File: config.mk
export PLATFORM = sky130hd
export DESIGN_NAME = int_divider
export DESIGN_NICKNAME = d
export VERILOG_FILES = /design/src/rtl/divz_pkg.sv /design/src/rtl/divz_datapath.sv /design/src/rtl/divz_control.sv /design/src/rtl/int_divider.sv
export SDC_FILE = /design/constraint.sdc
export NUM_CORES = 1
export LEC_CHECK = 0
export BUFFER_PORTS_ARGS = -buffer_cell sky130_fd_sc_hd__buf_2
export CORE_ASPECT_RATIO = 1.25
export CORE_MARGIN = 2
export CORE_UTILIZATION = 55
export CTS_BUF_LIST = sky130_fd_sc_hd__clkbuf_4
export DETAILED_ROUTE_END_ITERATION = 12
export PLACE_DENSITY = 0.8
export SYNTH_ARGS = -nofsm -noshare
export SYNTH_HDL_FRONTEND = slang
export SYNTH_SLANG_ARGS = --single-unit
File: constraint.sdc
create_clock -name clk -period 6.4 [get_ports clk]
set_clock_uncertainty 0.2 [all_clocks]
set_input_delay 0.64 -clock clk [delete_from_list [all_inputs] [get_ports clk]]
set_output_delay 0.64 -clock clk [all_outputs]
set_load 0.02 [all_outputs]
File: src/rtl/divz_pkg.sv
package divz_pkg;

  // strobes from the sequencer to the arithmetic path
  typedef struct packed {
    logic load;    // capture operand magnitudes
    logic step;    // one shift-subtract iteration
    logic finish;  // apply sign and publish quotient
  } dpCtrl_t;

  typedef enum logic [1:0] {
    ST_IDLE = 2'd0,
    ST_RUN  = 2'd1,
    ST_FIN  = 2'd2
  } divState_t;

endpackage

File: src/rtl/divz_datapath.sv
module divz_datapath
  import divz_pkg::*;
#(
  parameter int WIDTH = 32
) (
  input  logic             clk,
  input  logic             rstN,
  input  dpCtrl_t          ctrl,
  input  logic             signedMode,
  input  logic [WIDTH-1:0] dividend,
  input  logic [WIDTH-1:0] divisor,
  output logic             divisorZero,
  output logic [WIDTH-1:0] quotient
);

  localparam int MSB = WIDTH - 1;

  logic [WIDTH-1:0] remR;
  logic [WIDTH-1:0] quoR;
  logic [WIDTH-1:0] dvsR;
  logic             negR;
  logic [WIDTH-1:0] quotR;

  logic [WIDTH-1:0] magA;
  logic [WIDTH-1:0] magB;
  logic             negNext;
  logic [WIDTH:0]   shifted;
  logic [WIDTH:0]   trial;
  logic             fits;

  assign divisorZero = (divisor == '0);

  // operand magnitudes and result sign
  always_comb begin
    magA    = dividend;
    magB    = divisor;
    negNext = 1'b0;
    if (signedMode) begin
      if (dividend[MSB]) magA = '0 - dividend;
      if (divisor[MSB])  magB = '0 - divisor;
      negNext = dividend[MSB] ^ divisor[MSB];
    end
  end

  // one restoring iteration
  always_comb begin
    shifted = {remR, quoR[MSB]};
    trial   = shifted - {1'b0, dvsR};
    fits    = ~trial[WIDTH];
  end

  always_ff @(posedge clk or negedge rstN) begin
    if (!rstN) begin
      remR  <= '0;
      quoR  <= '0;
      dvsR  <= '0;
      negR  <= 1'b0;
      quotR <= '0;
    end else begin
      if (ctrl.load) begin
        remR <= '0;
        quoR <= magA;
        dvsR <= magB;
        negR <= negNext;
      end else if (ctrl.step) begin
        remR <= fits ? trial[WIDTH-1:0] : shifted[WIDTH-1:0];
        quoR <= {quoR[MSB-1:0], fits};
      end
      if (ctrl.finish) begin
        quotR <= negR ? ('0 - quoR) : quoR;
      end
    end
  end

  assign quotient = quotR;

endmodule

File: src/rtl/divz_control.sv
module divz_control
  import divz_pkg::*;
#(
  parameter int WIDTH = 32
) (
  input  logic    clk,
  input  logic    rstN,
  input  logic    startIn,
  input  logic    signedMode,
  input  logic    ovExcEn,
  input  logic    divisorZero,
  output dpCtrl_t ctrl,
  output logic    busy,
  output logic    done,
  output logic    rangeExc,
  output logic    quotValid,
  output logic    ovFlag,
  output logic    cyFlag
);

  localparam int CW = (WIDTH > 1) ? $clog2(WIDTH) : 1;
  localparam logic [CW-1:0] LAST = CW'(WIDTH - 1);

  divState_t     state;
  logic [CW-1:0] iterCnt;
  logic          modeR;
  logic          accept;

  assign accept      = (state == ST_IDLE) && startIn;
  assign busy        = (state != ST_IDLE);
  assign ctrl.load   = accept && !divisorZero;
  assign ctrl.step   = (state == ST_RUN);
  assign ctrl.finish = (state == ST_FIN);

  always_ff @(posedge clk or negedge rstN) begin
    if (!rstN) begin
      state     <= ST_IDLE;
      iterCnt   <= '0;
      modeR     <= 1'b0;
      done      <= 1'b0;
      rangeExc  <= 1'b0;
      quotValid <= 1'b0;
      ovFlag    <= 1'b0;
      cyFlag    <= 1'b0;
    end else begin
      done     <= 1'b0;
      rangeExc <= 1'b0;
      case (state)
        ST_IDLE: begin
          if (accept) begin
            if (divisorZero) begin
              done      <= 1'b1;
              quotValid <= 1'b0;
              rangeExc  <= ovExcEn;
              if (signedMode) ovFlag <= 1'b1;
              else            cyFlag <= 1'b1;
            end else begin
              state   <= ST_RUN;
              iterCnt <= '0;
              modeR   <= signedMode;
            end
          end
        end
        ST_RUN: begin
          iterCnt <= iterCnt + 1'b1;
          if (iterCnt == LAST) state <= ST_FIN;
        end
        ST_FIN: begin
          done      <= 1'b1;
          quotValid <= 1'b1;
          if (modeR) ovFlag <= 1'b0;
          else       cyFlag <= 1'b0;
          state <= ST_IDLE;
        end
        default: state <= ST_IDLE;
      endcase
    end
  end

endmodule

File: src/rtl/int_divider.sv
module int_divider
  import divz_pkg::*;
#(
  parameter int WIDTH = 32
) (
  input  logic             clk,
  input  logic             rstN,
  input  logic             startIn,
  input  logic             signedMode,
  input  logic [WIDTH-1:0] dividend,
  input  logic [WIDTH-1:0] divisor,
  input  logic             ovExcEn,
  output logic [WIDTH-1:0] quotient,
  output logic             quotValid,
  output logic             ovFlag,
  output logic             cyFlag,
  output logic             done,
  output logic             rangeExc
);

  dpCtrl_t ctrl;
  logic    divisorZero;
  logic    busy;

  divz_control #(.WIDTH(WIDTH)) u_ctrl (
    .clk        (clk),
    .rstN       (rstN),
    .startIn    (startIn),
    .signedMode (signedMode),
    .ovExcEn    (ovExcEn),
    .divisorZero(divisorZero),
    .ctrl       (ctrl),
    .busy       (busy),
    .done       (done),
    .rangeExc   (rangeExc),
    .quotValid  (quotValid),
    .ovFlag     (ovFlag),
    .cyFlag     (cyFlag)
  );

  divz_datapath #(.WIDTH(WIDTH)) u_dp (
    .clk        (clk),
    .rstN       (rstN),
    .ctrl       (ctrl),
    .signedMode (signedMode),
    .dividend   (dividend),
    .divisor    (divisor),
    .divisorZero(divisorZero),
    .quotient   (quotient)
  );

endmodule

==> results of run 1 <==
-- registers in the layout (all words and copies together), names as in the netlist --
register,count
u_dp.quoR,32
u_dp.remR,32
u_ctrl.iterCnt,5
u_ctrl.cyFlag,1
u_ctrl.quotValid,1
u_ctrl.state,2
u_dp.quotient,32
u_ctrl.ovFlag,1
u_ctrl.modeR,1
u_ctrl.done,1
u_ctrl.rangeExc,1
u_dp.negR,1
u_dp.dvsR,32
-- Yosys cell counts (2+ instances only) --
cell	n
a211oi_1	2
a21o_1	11
a21oi_1	62
a221o_1	19
a221oi_1	3
a22oi_1	12
a31oi_1	5
and2_1	9
and3_1	7
buf_1	2
buf_2	10
buf_4	3
buf_6	2
clkbuf_1	38
dfrtp_1	142
ha_1	37
inv_1	53
mux2i_1	26
nand2_1	152
nand2b_1	11
nand3_1	25
nand3b_1	9
nand4_1	5
nor2_1	62
nor2b_1	7
nor3_1	11
nor3b_1	3
nor4_1	8
o211ai_1	12
o21a_1	5
o21ai_0	131
o21ai_1	11
o21bai_1	4
o22a_1	2
o311ai_0	2
o31ai_1	20
o41ai_1	8
or3_1	13
or3b_1	2
or4_1	7
or4_4	2
xnor2_1	58
xor2_1	63
-- path summary, 6_finish.rpt --
path / start / cells past startpoint / to / slack (ns)
max: u_dp.quoR[31] / 14 / u_dp.remR[10] / 2.03
min: ovExcEn / 2 / u_ctrl.rangeExc / 0.09
max reg2reg: u_dp.quoR[31] / 14 / u_dp.remR[10] / 2.03
min reg2reg: u_ctrl.quotValid / 2 / u_ctrl.quotValid / 0.28
max in group asynchronous: rstN / 3 / u_dp.remR[18] / 4.25
min in group asynchronous: rstN / 2 / u_dp.quotient[9] / 0.47
-- worst reg2reg max path, stage by stage, from the launching register on --
cell	delay, ns
dfrtp_1	0.40
inv_1	0.18
ha_1	0.19
inv_1	0.06
fa_1	0.42
a211oi_1	0.34
o211ai_1	0.13
a21oi_1	0.39
o41ai_1	0.19
a21oi_1	0.25
a21oi_1	0.18
xor2_4	0.54
buf_4	0.43
mux2i_1	0.23
o21ai_0	0.09
-- routing by layer --
layer	share of wire [%]	wire length [um]
met2	49	10900
met5	0.050	11
met3	4.1	907
met4	2.1	463
met1	44	9820
-- per-stage QoR --
stage	area (um^2)	setup WS, ns	util, %
floorplan	9380	2.76	-
global placement	10000	1.67	59.7
detailed placement	10000	1.57	59.7
CTS	10300	1.99	61.3
global route	10300	1.74	61.3
finish	10300	2.03	61.3
-- report_power, final --
part	switching, mW	internal (mW)	total (mW)
Combinational	2.13	1.63	3.76
Sequential	0.349	1.30	1.65
Clock	0.375	0.166	0.541
-- kinds of logic (layout without fill, tap and decap cells) --
kind of cell / count (synthesis) / in the layout / share of synthesized area [%]
simple gates: 339 / 339 / 17.2
buf+inv: 108 / 195 / 4.74
mux: 26 / 26 / 2.77
flops: 142 / 142 / 37.9
compound gates: 320 / 320 / 21.0
fa+ha+maj: 38 / 38 / 5.15
xor+xnor: 121 / 121 / 11.3
-- final cells by class --
type,count,area [um^2],area share [%]
Clock buffer,17,128,1.24
Inverter,53,199,1.94
Tap cell,220,275,2.68
Timing Repair Buffer,111,579,5.63
Clock inverter,14,125,1.22
Multi-Input combinational cell,844,5420,52.7
Sequential cell,142,3550,34.6
==> qor.txt, run 1 <==
wire length of the first global-routing pass: 36,100 um
clock latency on the worst-skew pair: 0.55 ns
Leak: 4.57 nW
GR Util met1: 31.6%
TritonCTS Buffers: 17
f_max: 229 MHz
setup repair after global routing missed its margin: no
Final Cycle Share: 68.2%
Tightest Pin Transition: 1.18 ns
leading cell type in the layout, fill and taps excluded: nand2_1
final hold vios: 0
remaining global-route overflow: 0
core area: 16,800 um^2
worst-path cell chain: inv_1 > ha_1 > inv_1 > fa_1 > a211oi_1 > o211ai_1 > a21oi_1 > o41ai_1 > a21oi_1 > a21oi_1 > xor2_4 > buf_4 > mux2i_1 > o21ai_0
worst path arrival time: 4.57 ns
GPL Wtd Cong: 0.986
Post-Syn Area: 9380 um^2
library cells used by synthesis: 61
Slew Limit Fails: 0
Initial Util: 55.9%
crit-path most repeated cell: a21oi_1
top-area cell type share of the netlist area: 37.9%
initial antenna violation count: 1
post-route ant nets: 0
Max clock buf depth: 2
CTS Hold Bufs: 1
pwr dens: 578 nW/um^2
die area: 18,100 um^2
Mean Syn Cell Area: 8.57 um^2
Ports: 106
met3 Use GR: 3.35%
max cap viols: 0
aggregate routed wire length: 22,100 um
HPWL after DPL: 16,500 um
Yosys warnings: 0
Row Count: 53
Synth-to-Final Area Change: 9.60%
gr busiest metal: met2
routing usage on met2: 43.2%
nature of the critical path startpoint: flop
min Tclk post-route: 4.37 ns
setup total negative slack: 0 ns
Largest stage delay, worst path: 0.54 ns
nets: 1,276
clk sinks: 142
synth top area cells: dfrtp_1, o21ai_0, nand2_1
Die Span Y: 150 um
DR vias/cell: 5.83
run status: finished clean
number of flops mapped to enable cells by yosys: 0
Die X: 121 um
CP delay by family, top: compound AO/OA/AOI/OAI gates
Min Hold Slack: 0.0862 ns
Post-Place Cells: 1,369
Setup violations, final: 0
ANT cells: 0
drt pass-1 iters: 5
Synth Instances: 1,094
I/O Buffers: 105
HP Class: primary input to flop
drc violations: 0
Tot Pwr: 5.95 mW
largest net degree at the start of global routing: 81
crit-path max FO: 20
slew margin rel.: 21.1%
register area share after synthesis: 37.9%
Resize count post-CTS: 0
Syn Nets: 1,201
via count: 8,167
clk slew on worst S/H paths: 0.14 ns
asr flop ratio synth: 100%
gr usage total: 24.8%
Clock H-tree levels: 4
Fill cells: 1,502
Finished Layout Cells: 1,401
type of the worst setup path: flop to flop
Avg WL per Cell: 15.7 um
layout cells sized above 1: 13.0%
post-synth top area cell: dfrtp_1
CTS tree: yes
Seq cells post-synth: 142
DRT iter0 DRCs: 566
commonest non-fill, non-tap cells in the layout: nand2_1, dfrtp_1, o21ai_0
CTS root buf: clkbuf_4
vias in the first global route: 7,739
Synth Flop Type: dfrtp_1
WP data required: 6.60 ns
CP endpoint kind: flop
critical path's slowest cell: xor2_4
Critical path buffers and inverters: 3
postcts setup bufs: 0
Max rail drop VDD: 0.287 mV
Power figures use the tool's default switching activity.
==> run 2, diff against run 1 <==
==> constraint.sdc (replaced) <==
create_clock -name clk -period 4.1 [get_ports clk]
set_clock_uncertainty 0.2 [all_clocks]
set_input_delay 0.41 -clock clk [delete_from_list [all_inputs] [get_ports clk]]
set_output_delay 0.41 -clock clk [all_outputs]
set_load 0.02 [all_outputs]
==> qor.txt, run 2 (synthesis gave the netlist of run 1 again) <==
critical path launch point: divisor[0]
crit-path max FO: 44
TritonCTS Buffers: 17
Tightest Pin Transition: 1.05 ns
I/O Buffers: 105
type of the worst setup path: primary input to flop
Slew Limit Fails: 0
Initial Util: 55.9%
aggregate routed wire length: 23,400 um
wire length of the first global-routing pass: 39,100 um
post-route ant nets: 0
Ports: 106
layout cells sized above 1: 13.1%
vias in the first global route: 8,239
nets: 1,327
max cap viols: 0
Setup violations, final: 0
DRT iter0 DRCs: 763
Worst R2R Start: u_dp.dvsR[0]
Critical R2R Capture: u_dp.remR[8]
f_max: 255 MHz
CTS tree: yes
worst path arrival time: 4.19 ns
Max clock buf depth: 2
Avg WL per Cell: 16.1 um
Row Count: 53
Fill cells: 1,408
CTS root buf: clkbuf_4
Leak: 4.84 nW
CP endpoint kind: flop
placed instance area: 10,100 um^2
Finished Cell Area: 10,900 um^2
run status: finished clean
Post-Place Cells: 1,378
via count: 8,422
DR vias/cell: 5.80
crit-path most repeated cell: or4_4
HP Class: primary input to flop
WP data required: 4.36 ns
Die Span Y: 150 um
CP endpoint: u_dp.quoR[11]
initial antenna violation count: 0
leading cell type in the layout, fill and taps excluded: nand2_1
critical path's slowest cell: dlygate4sd3_1
clk slew on worst S/H paths: 0.14 ns
Clock H-tree levels: 4
clock latency on the worst-skew pair: 0.57 ns
GPL Wtd Cong: 0.882
Max rail drop VDD: 0.685 mV
slew margin rel.: 30.3%
Finished Layout Cells: 1,453
setup repair after global routing missed its margin: no
clk sinks: 142
nature of the critical path startpoint: primary input
remaining global-route overflow: 0
Final Cycle Share: 95.8%
drt pass-1 iters: 5
setup total negative slack: 0 ns
Synth-to-Final Area Change: 15.9%
worst-case reg-to-reg path depth: 13
final hold vios: 0
Resize count post-CTS: 0
FF-to-FF setup slack: 0.40 ns
worst-path cell chain: dlygate4sd3_1 > buf_2 > inv_1 > ha_1 > or3b_1 > or4_4 > or4_4 > or3_4 > nor4_4 > or2_2 > buf_12 > nor2_1 > a221o_1
min Tclk post-route: 3.93 ns
drc violations: 0
Die X: 121 um
die area: 18,100 um^2
ANT cells: 0
Largest stage delay, worst path: 0.54 ns
HPWL after DPL: 17,000 um
gr usage total: 26.6%
commonest non-fill, non-tap cells in the layout: nand2_1, dfrtp_1, o21ai_0
core area: 16,800 um^2
largest net degree at the start of global routing: 96
pwr dens: 893 nW/um^2
run 2: repair_timing:
action | CTS | global route
hold buffers | 43 | 0
setup buffers | 0 | 0
endpoints found under the hold margin | 136 | 0
run 2: area by class of cell:
cell class	instances	area, um^2	share of cell area [%]
clock buffers	17	128	1.17
clock inverters	15	186	1.72
inverters	53	199	1.83
multi-input cells	844	5420	49.9
flip-flops and latches	142	3550	32.7
well taps	220	275	2.53
repair buffers	162	1100	10.2
run 2: worst min-delay path by stage:
stage                      startpoint                 to  slack, ns  depth (start not counted)
floorplan                        rstN      u_ctrl.cyFlag      -0.09                          0
global placement    u_dp.quotient[15]  u_dp.quotient[15]       0.26                          2
detailed placement  u_dp.quotient[27]  u_dp.quotient[27]       0.27                          2
CTS                      dividend[16]      u_dp.quoR[16]      0.002                          4
global route               divisor[8]       u_dp.dvsR[8]       0.03                          4
finish                     divisor[7]       u_dp.dvsR[7]       0.02                          4
run 2: routing by layer:
metal  routed length, um  up-vias  track usage (%)
met3                 968       54             3.70
met2               11800      255             47.2
met5                   0        -                0
li1                    -     4113                -
met1                9910     4000             32.8
met4                 674        0             10.3
run 2: where the power goes:
part	internal (mW)	leakage, nW	total (mW)	switching (mW)
clock network	0.433	0.168	1.01	0.582
registers	2.02	1.78	2.54	0.520
logic	2.72	2.89	6.14	3.42
run 2: critical path, delay by kind of cell:
kind                     cells  cell delay (ns)
AND/OR/NAND/NOR              7             2.35
buffers and inverters        4             0.97
AO/OA/AOI/OAI                1             0.27
adder cells (fa/ha/maj)      1             0.16
run 2: through the flow:
| step | utilization, % | power [mW] | worst slack (ns) | hold WS [ns] |
|---|---|---|---|---|
| after floorplan | - | 7.11 | 0.521 | -0.0856 |
| after global placement | 60.3 | 8.39 | 0.260 | 0.256 |
| after detailed placement | 60.3 | 8.59 | 0.174 | 0.267 |
| after global routing | 64.8 | 10.6 | 0.0797 | 0.0338 |
| after CTS | 64.8 | 9.68 | 0.233 | 0.00171 |
| final | 64.8 | 9.70 | 0.171 | 0.0219 |
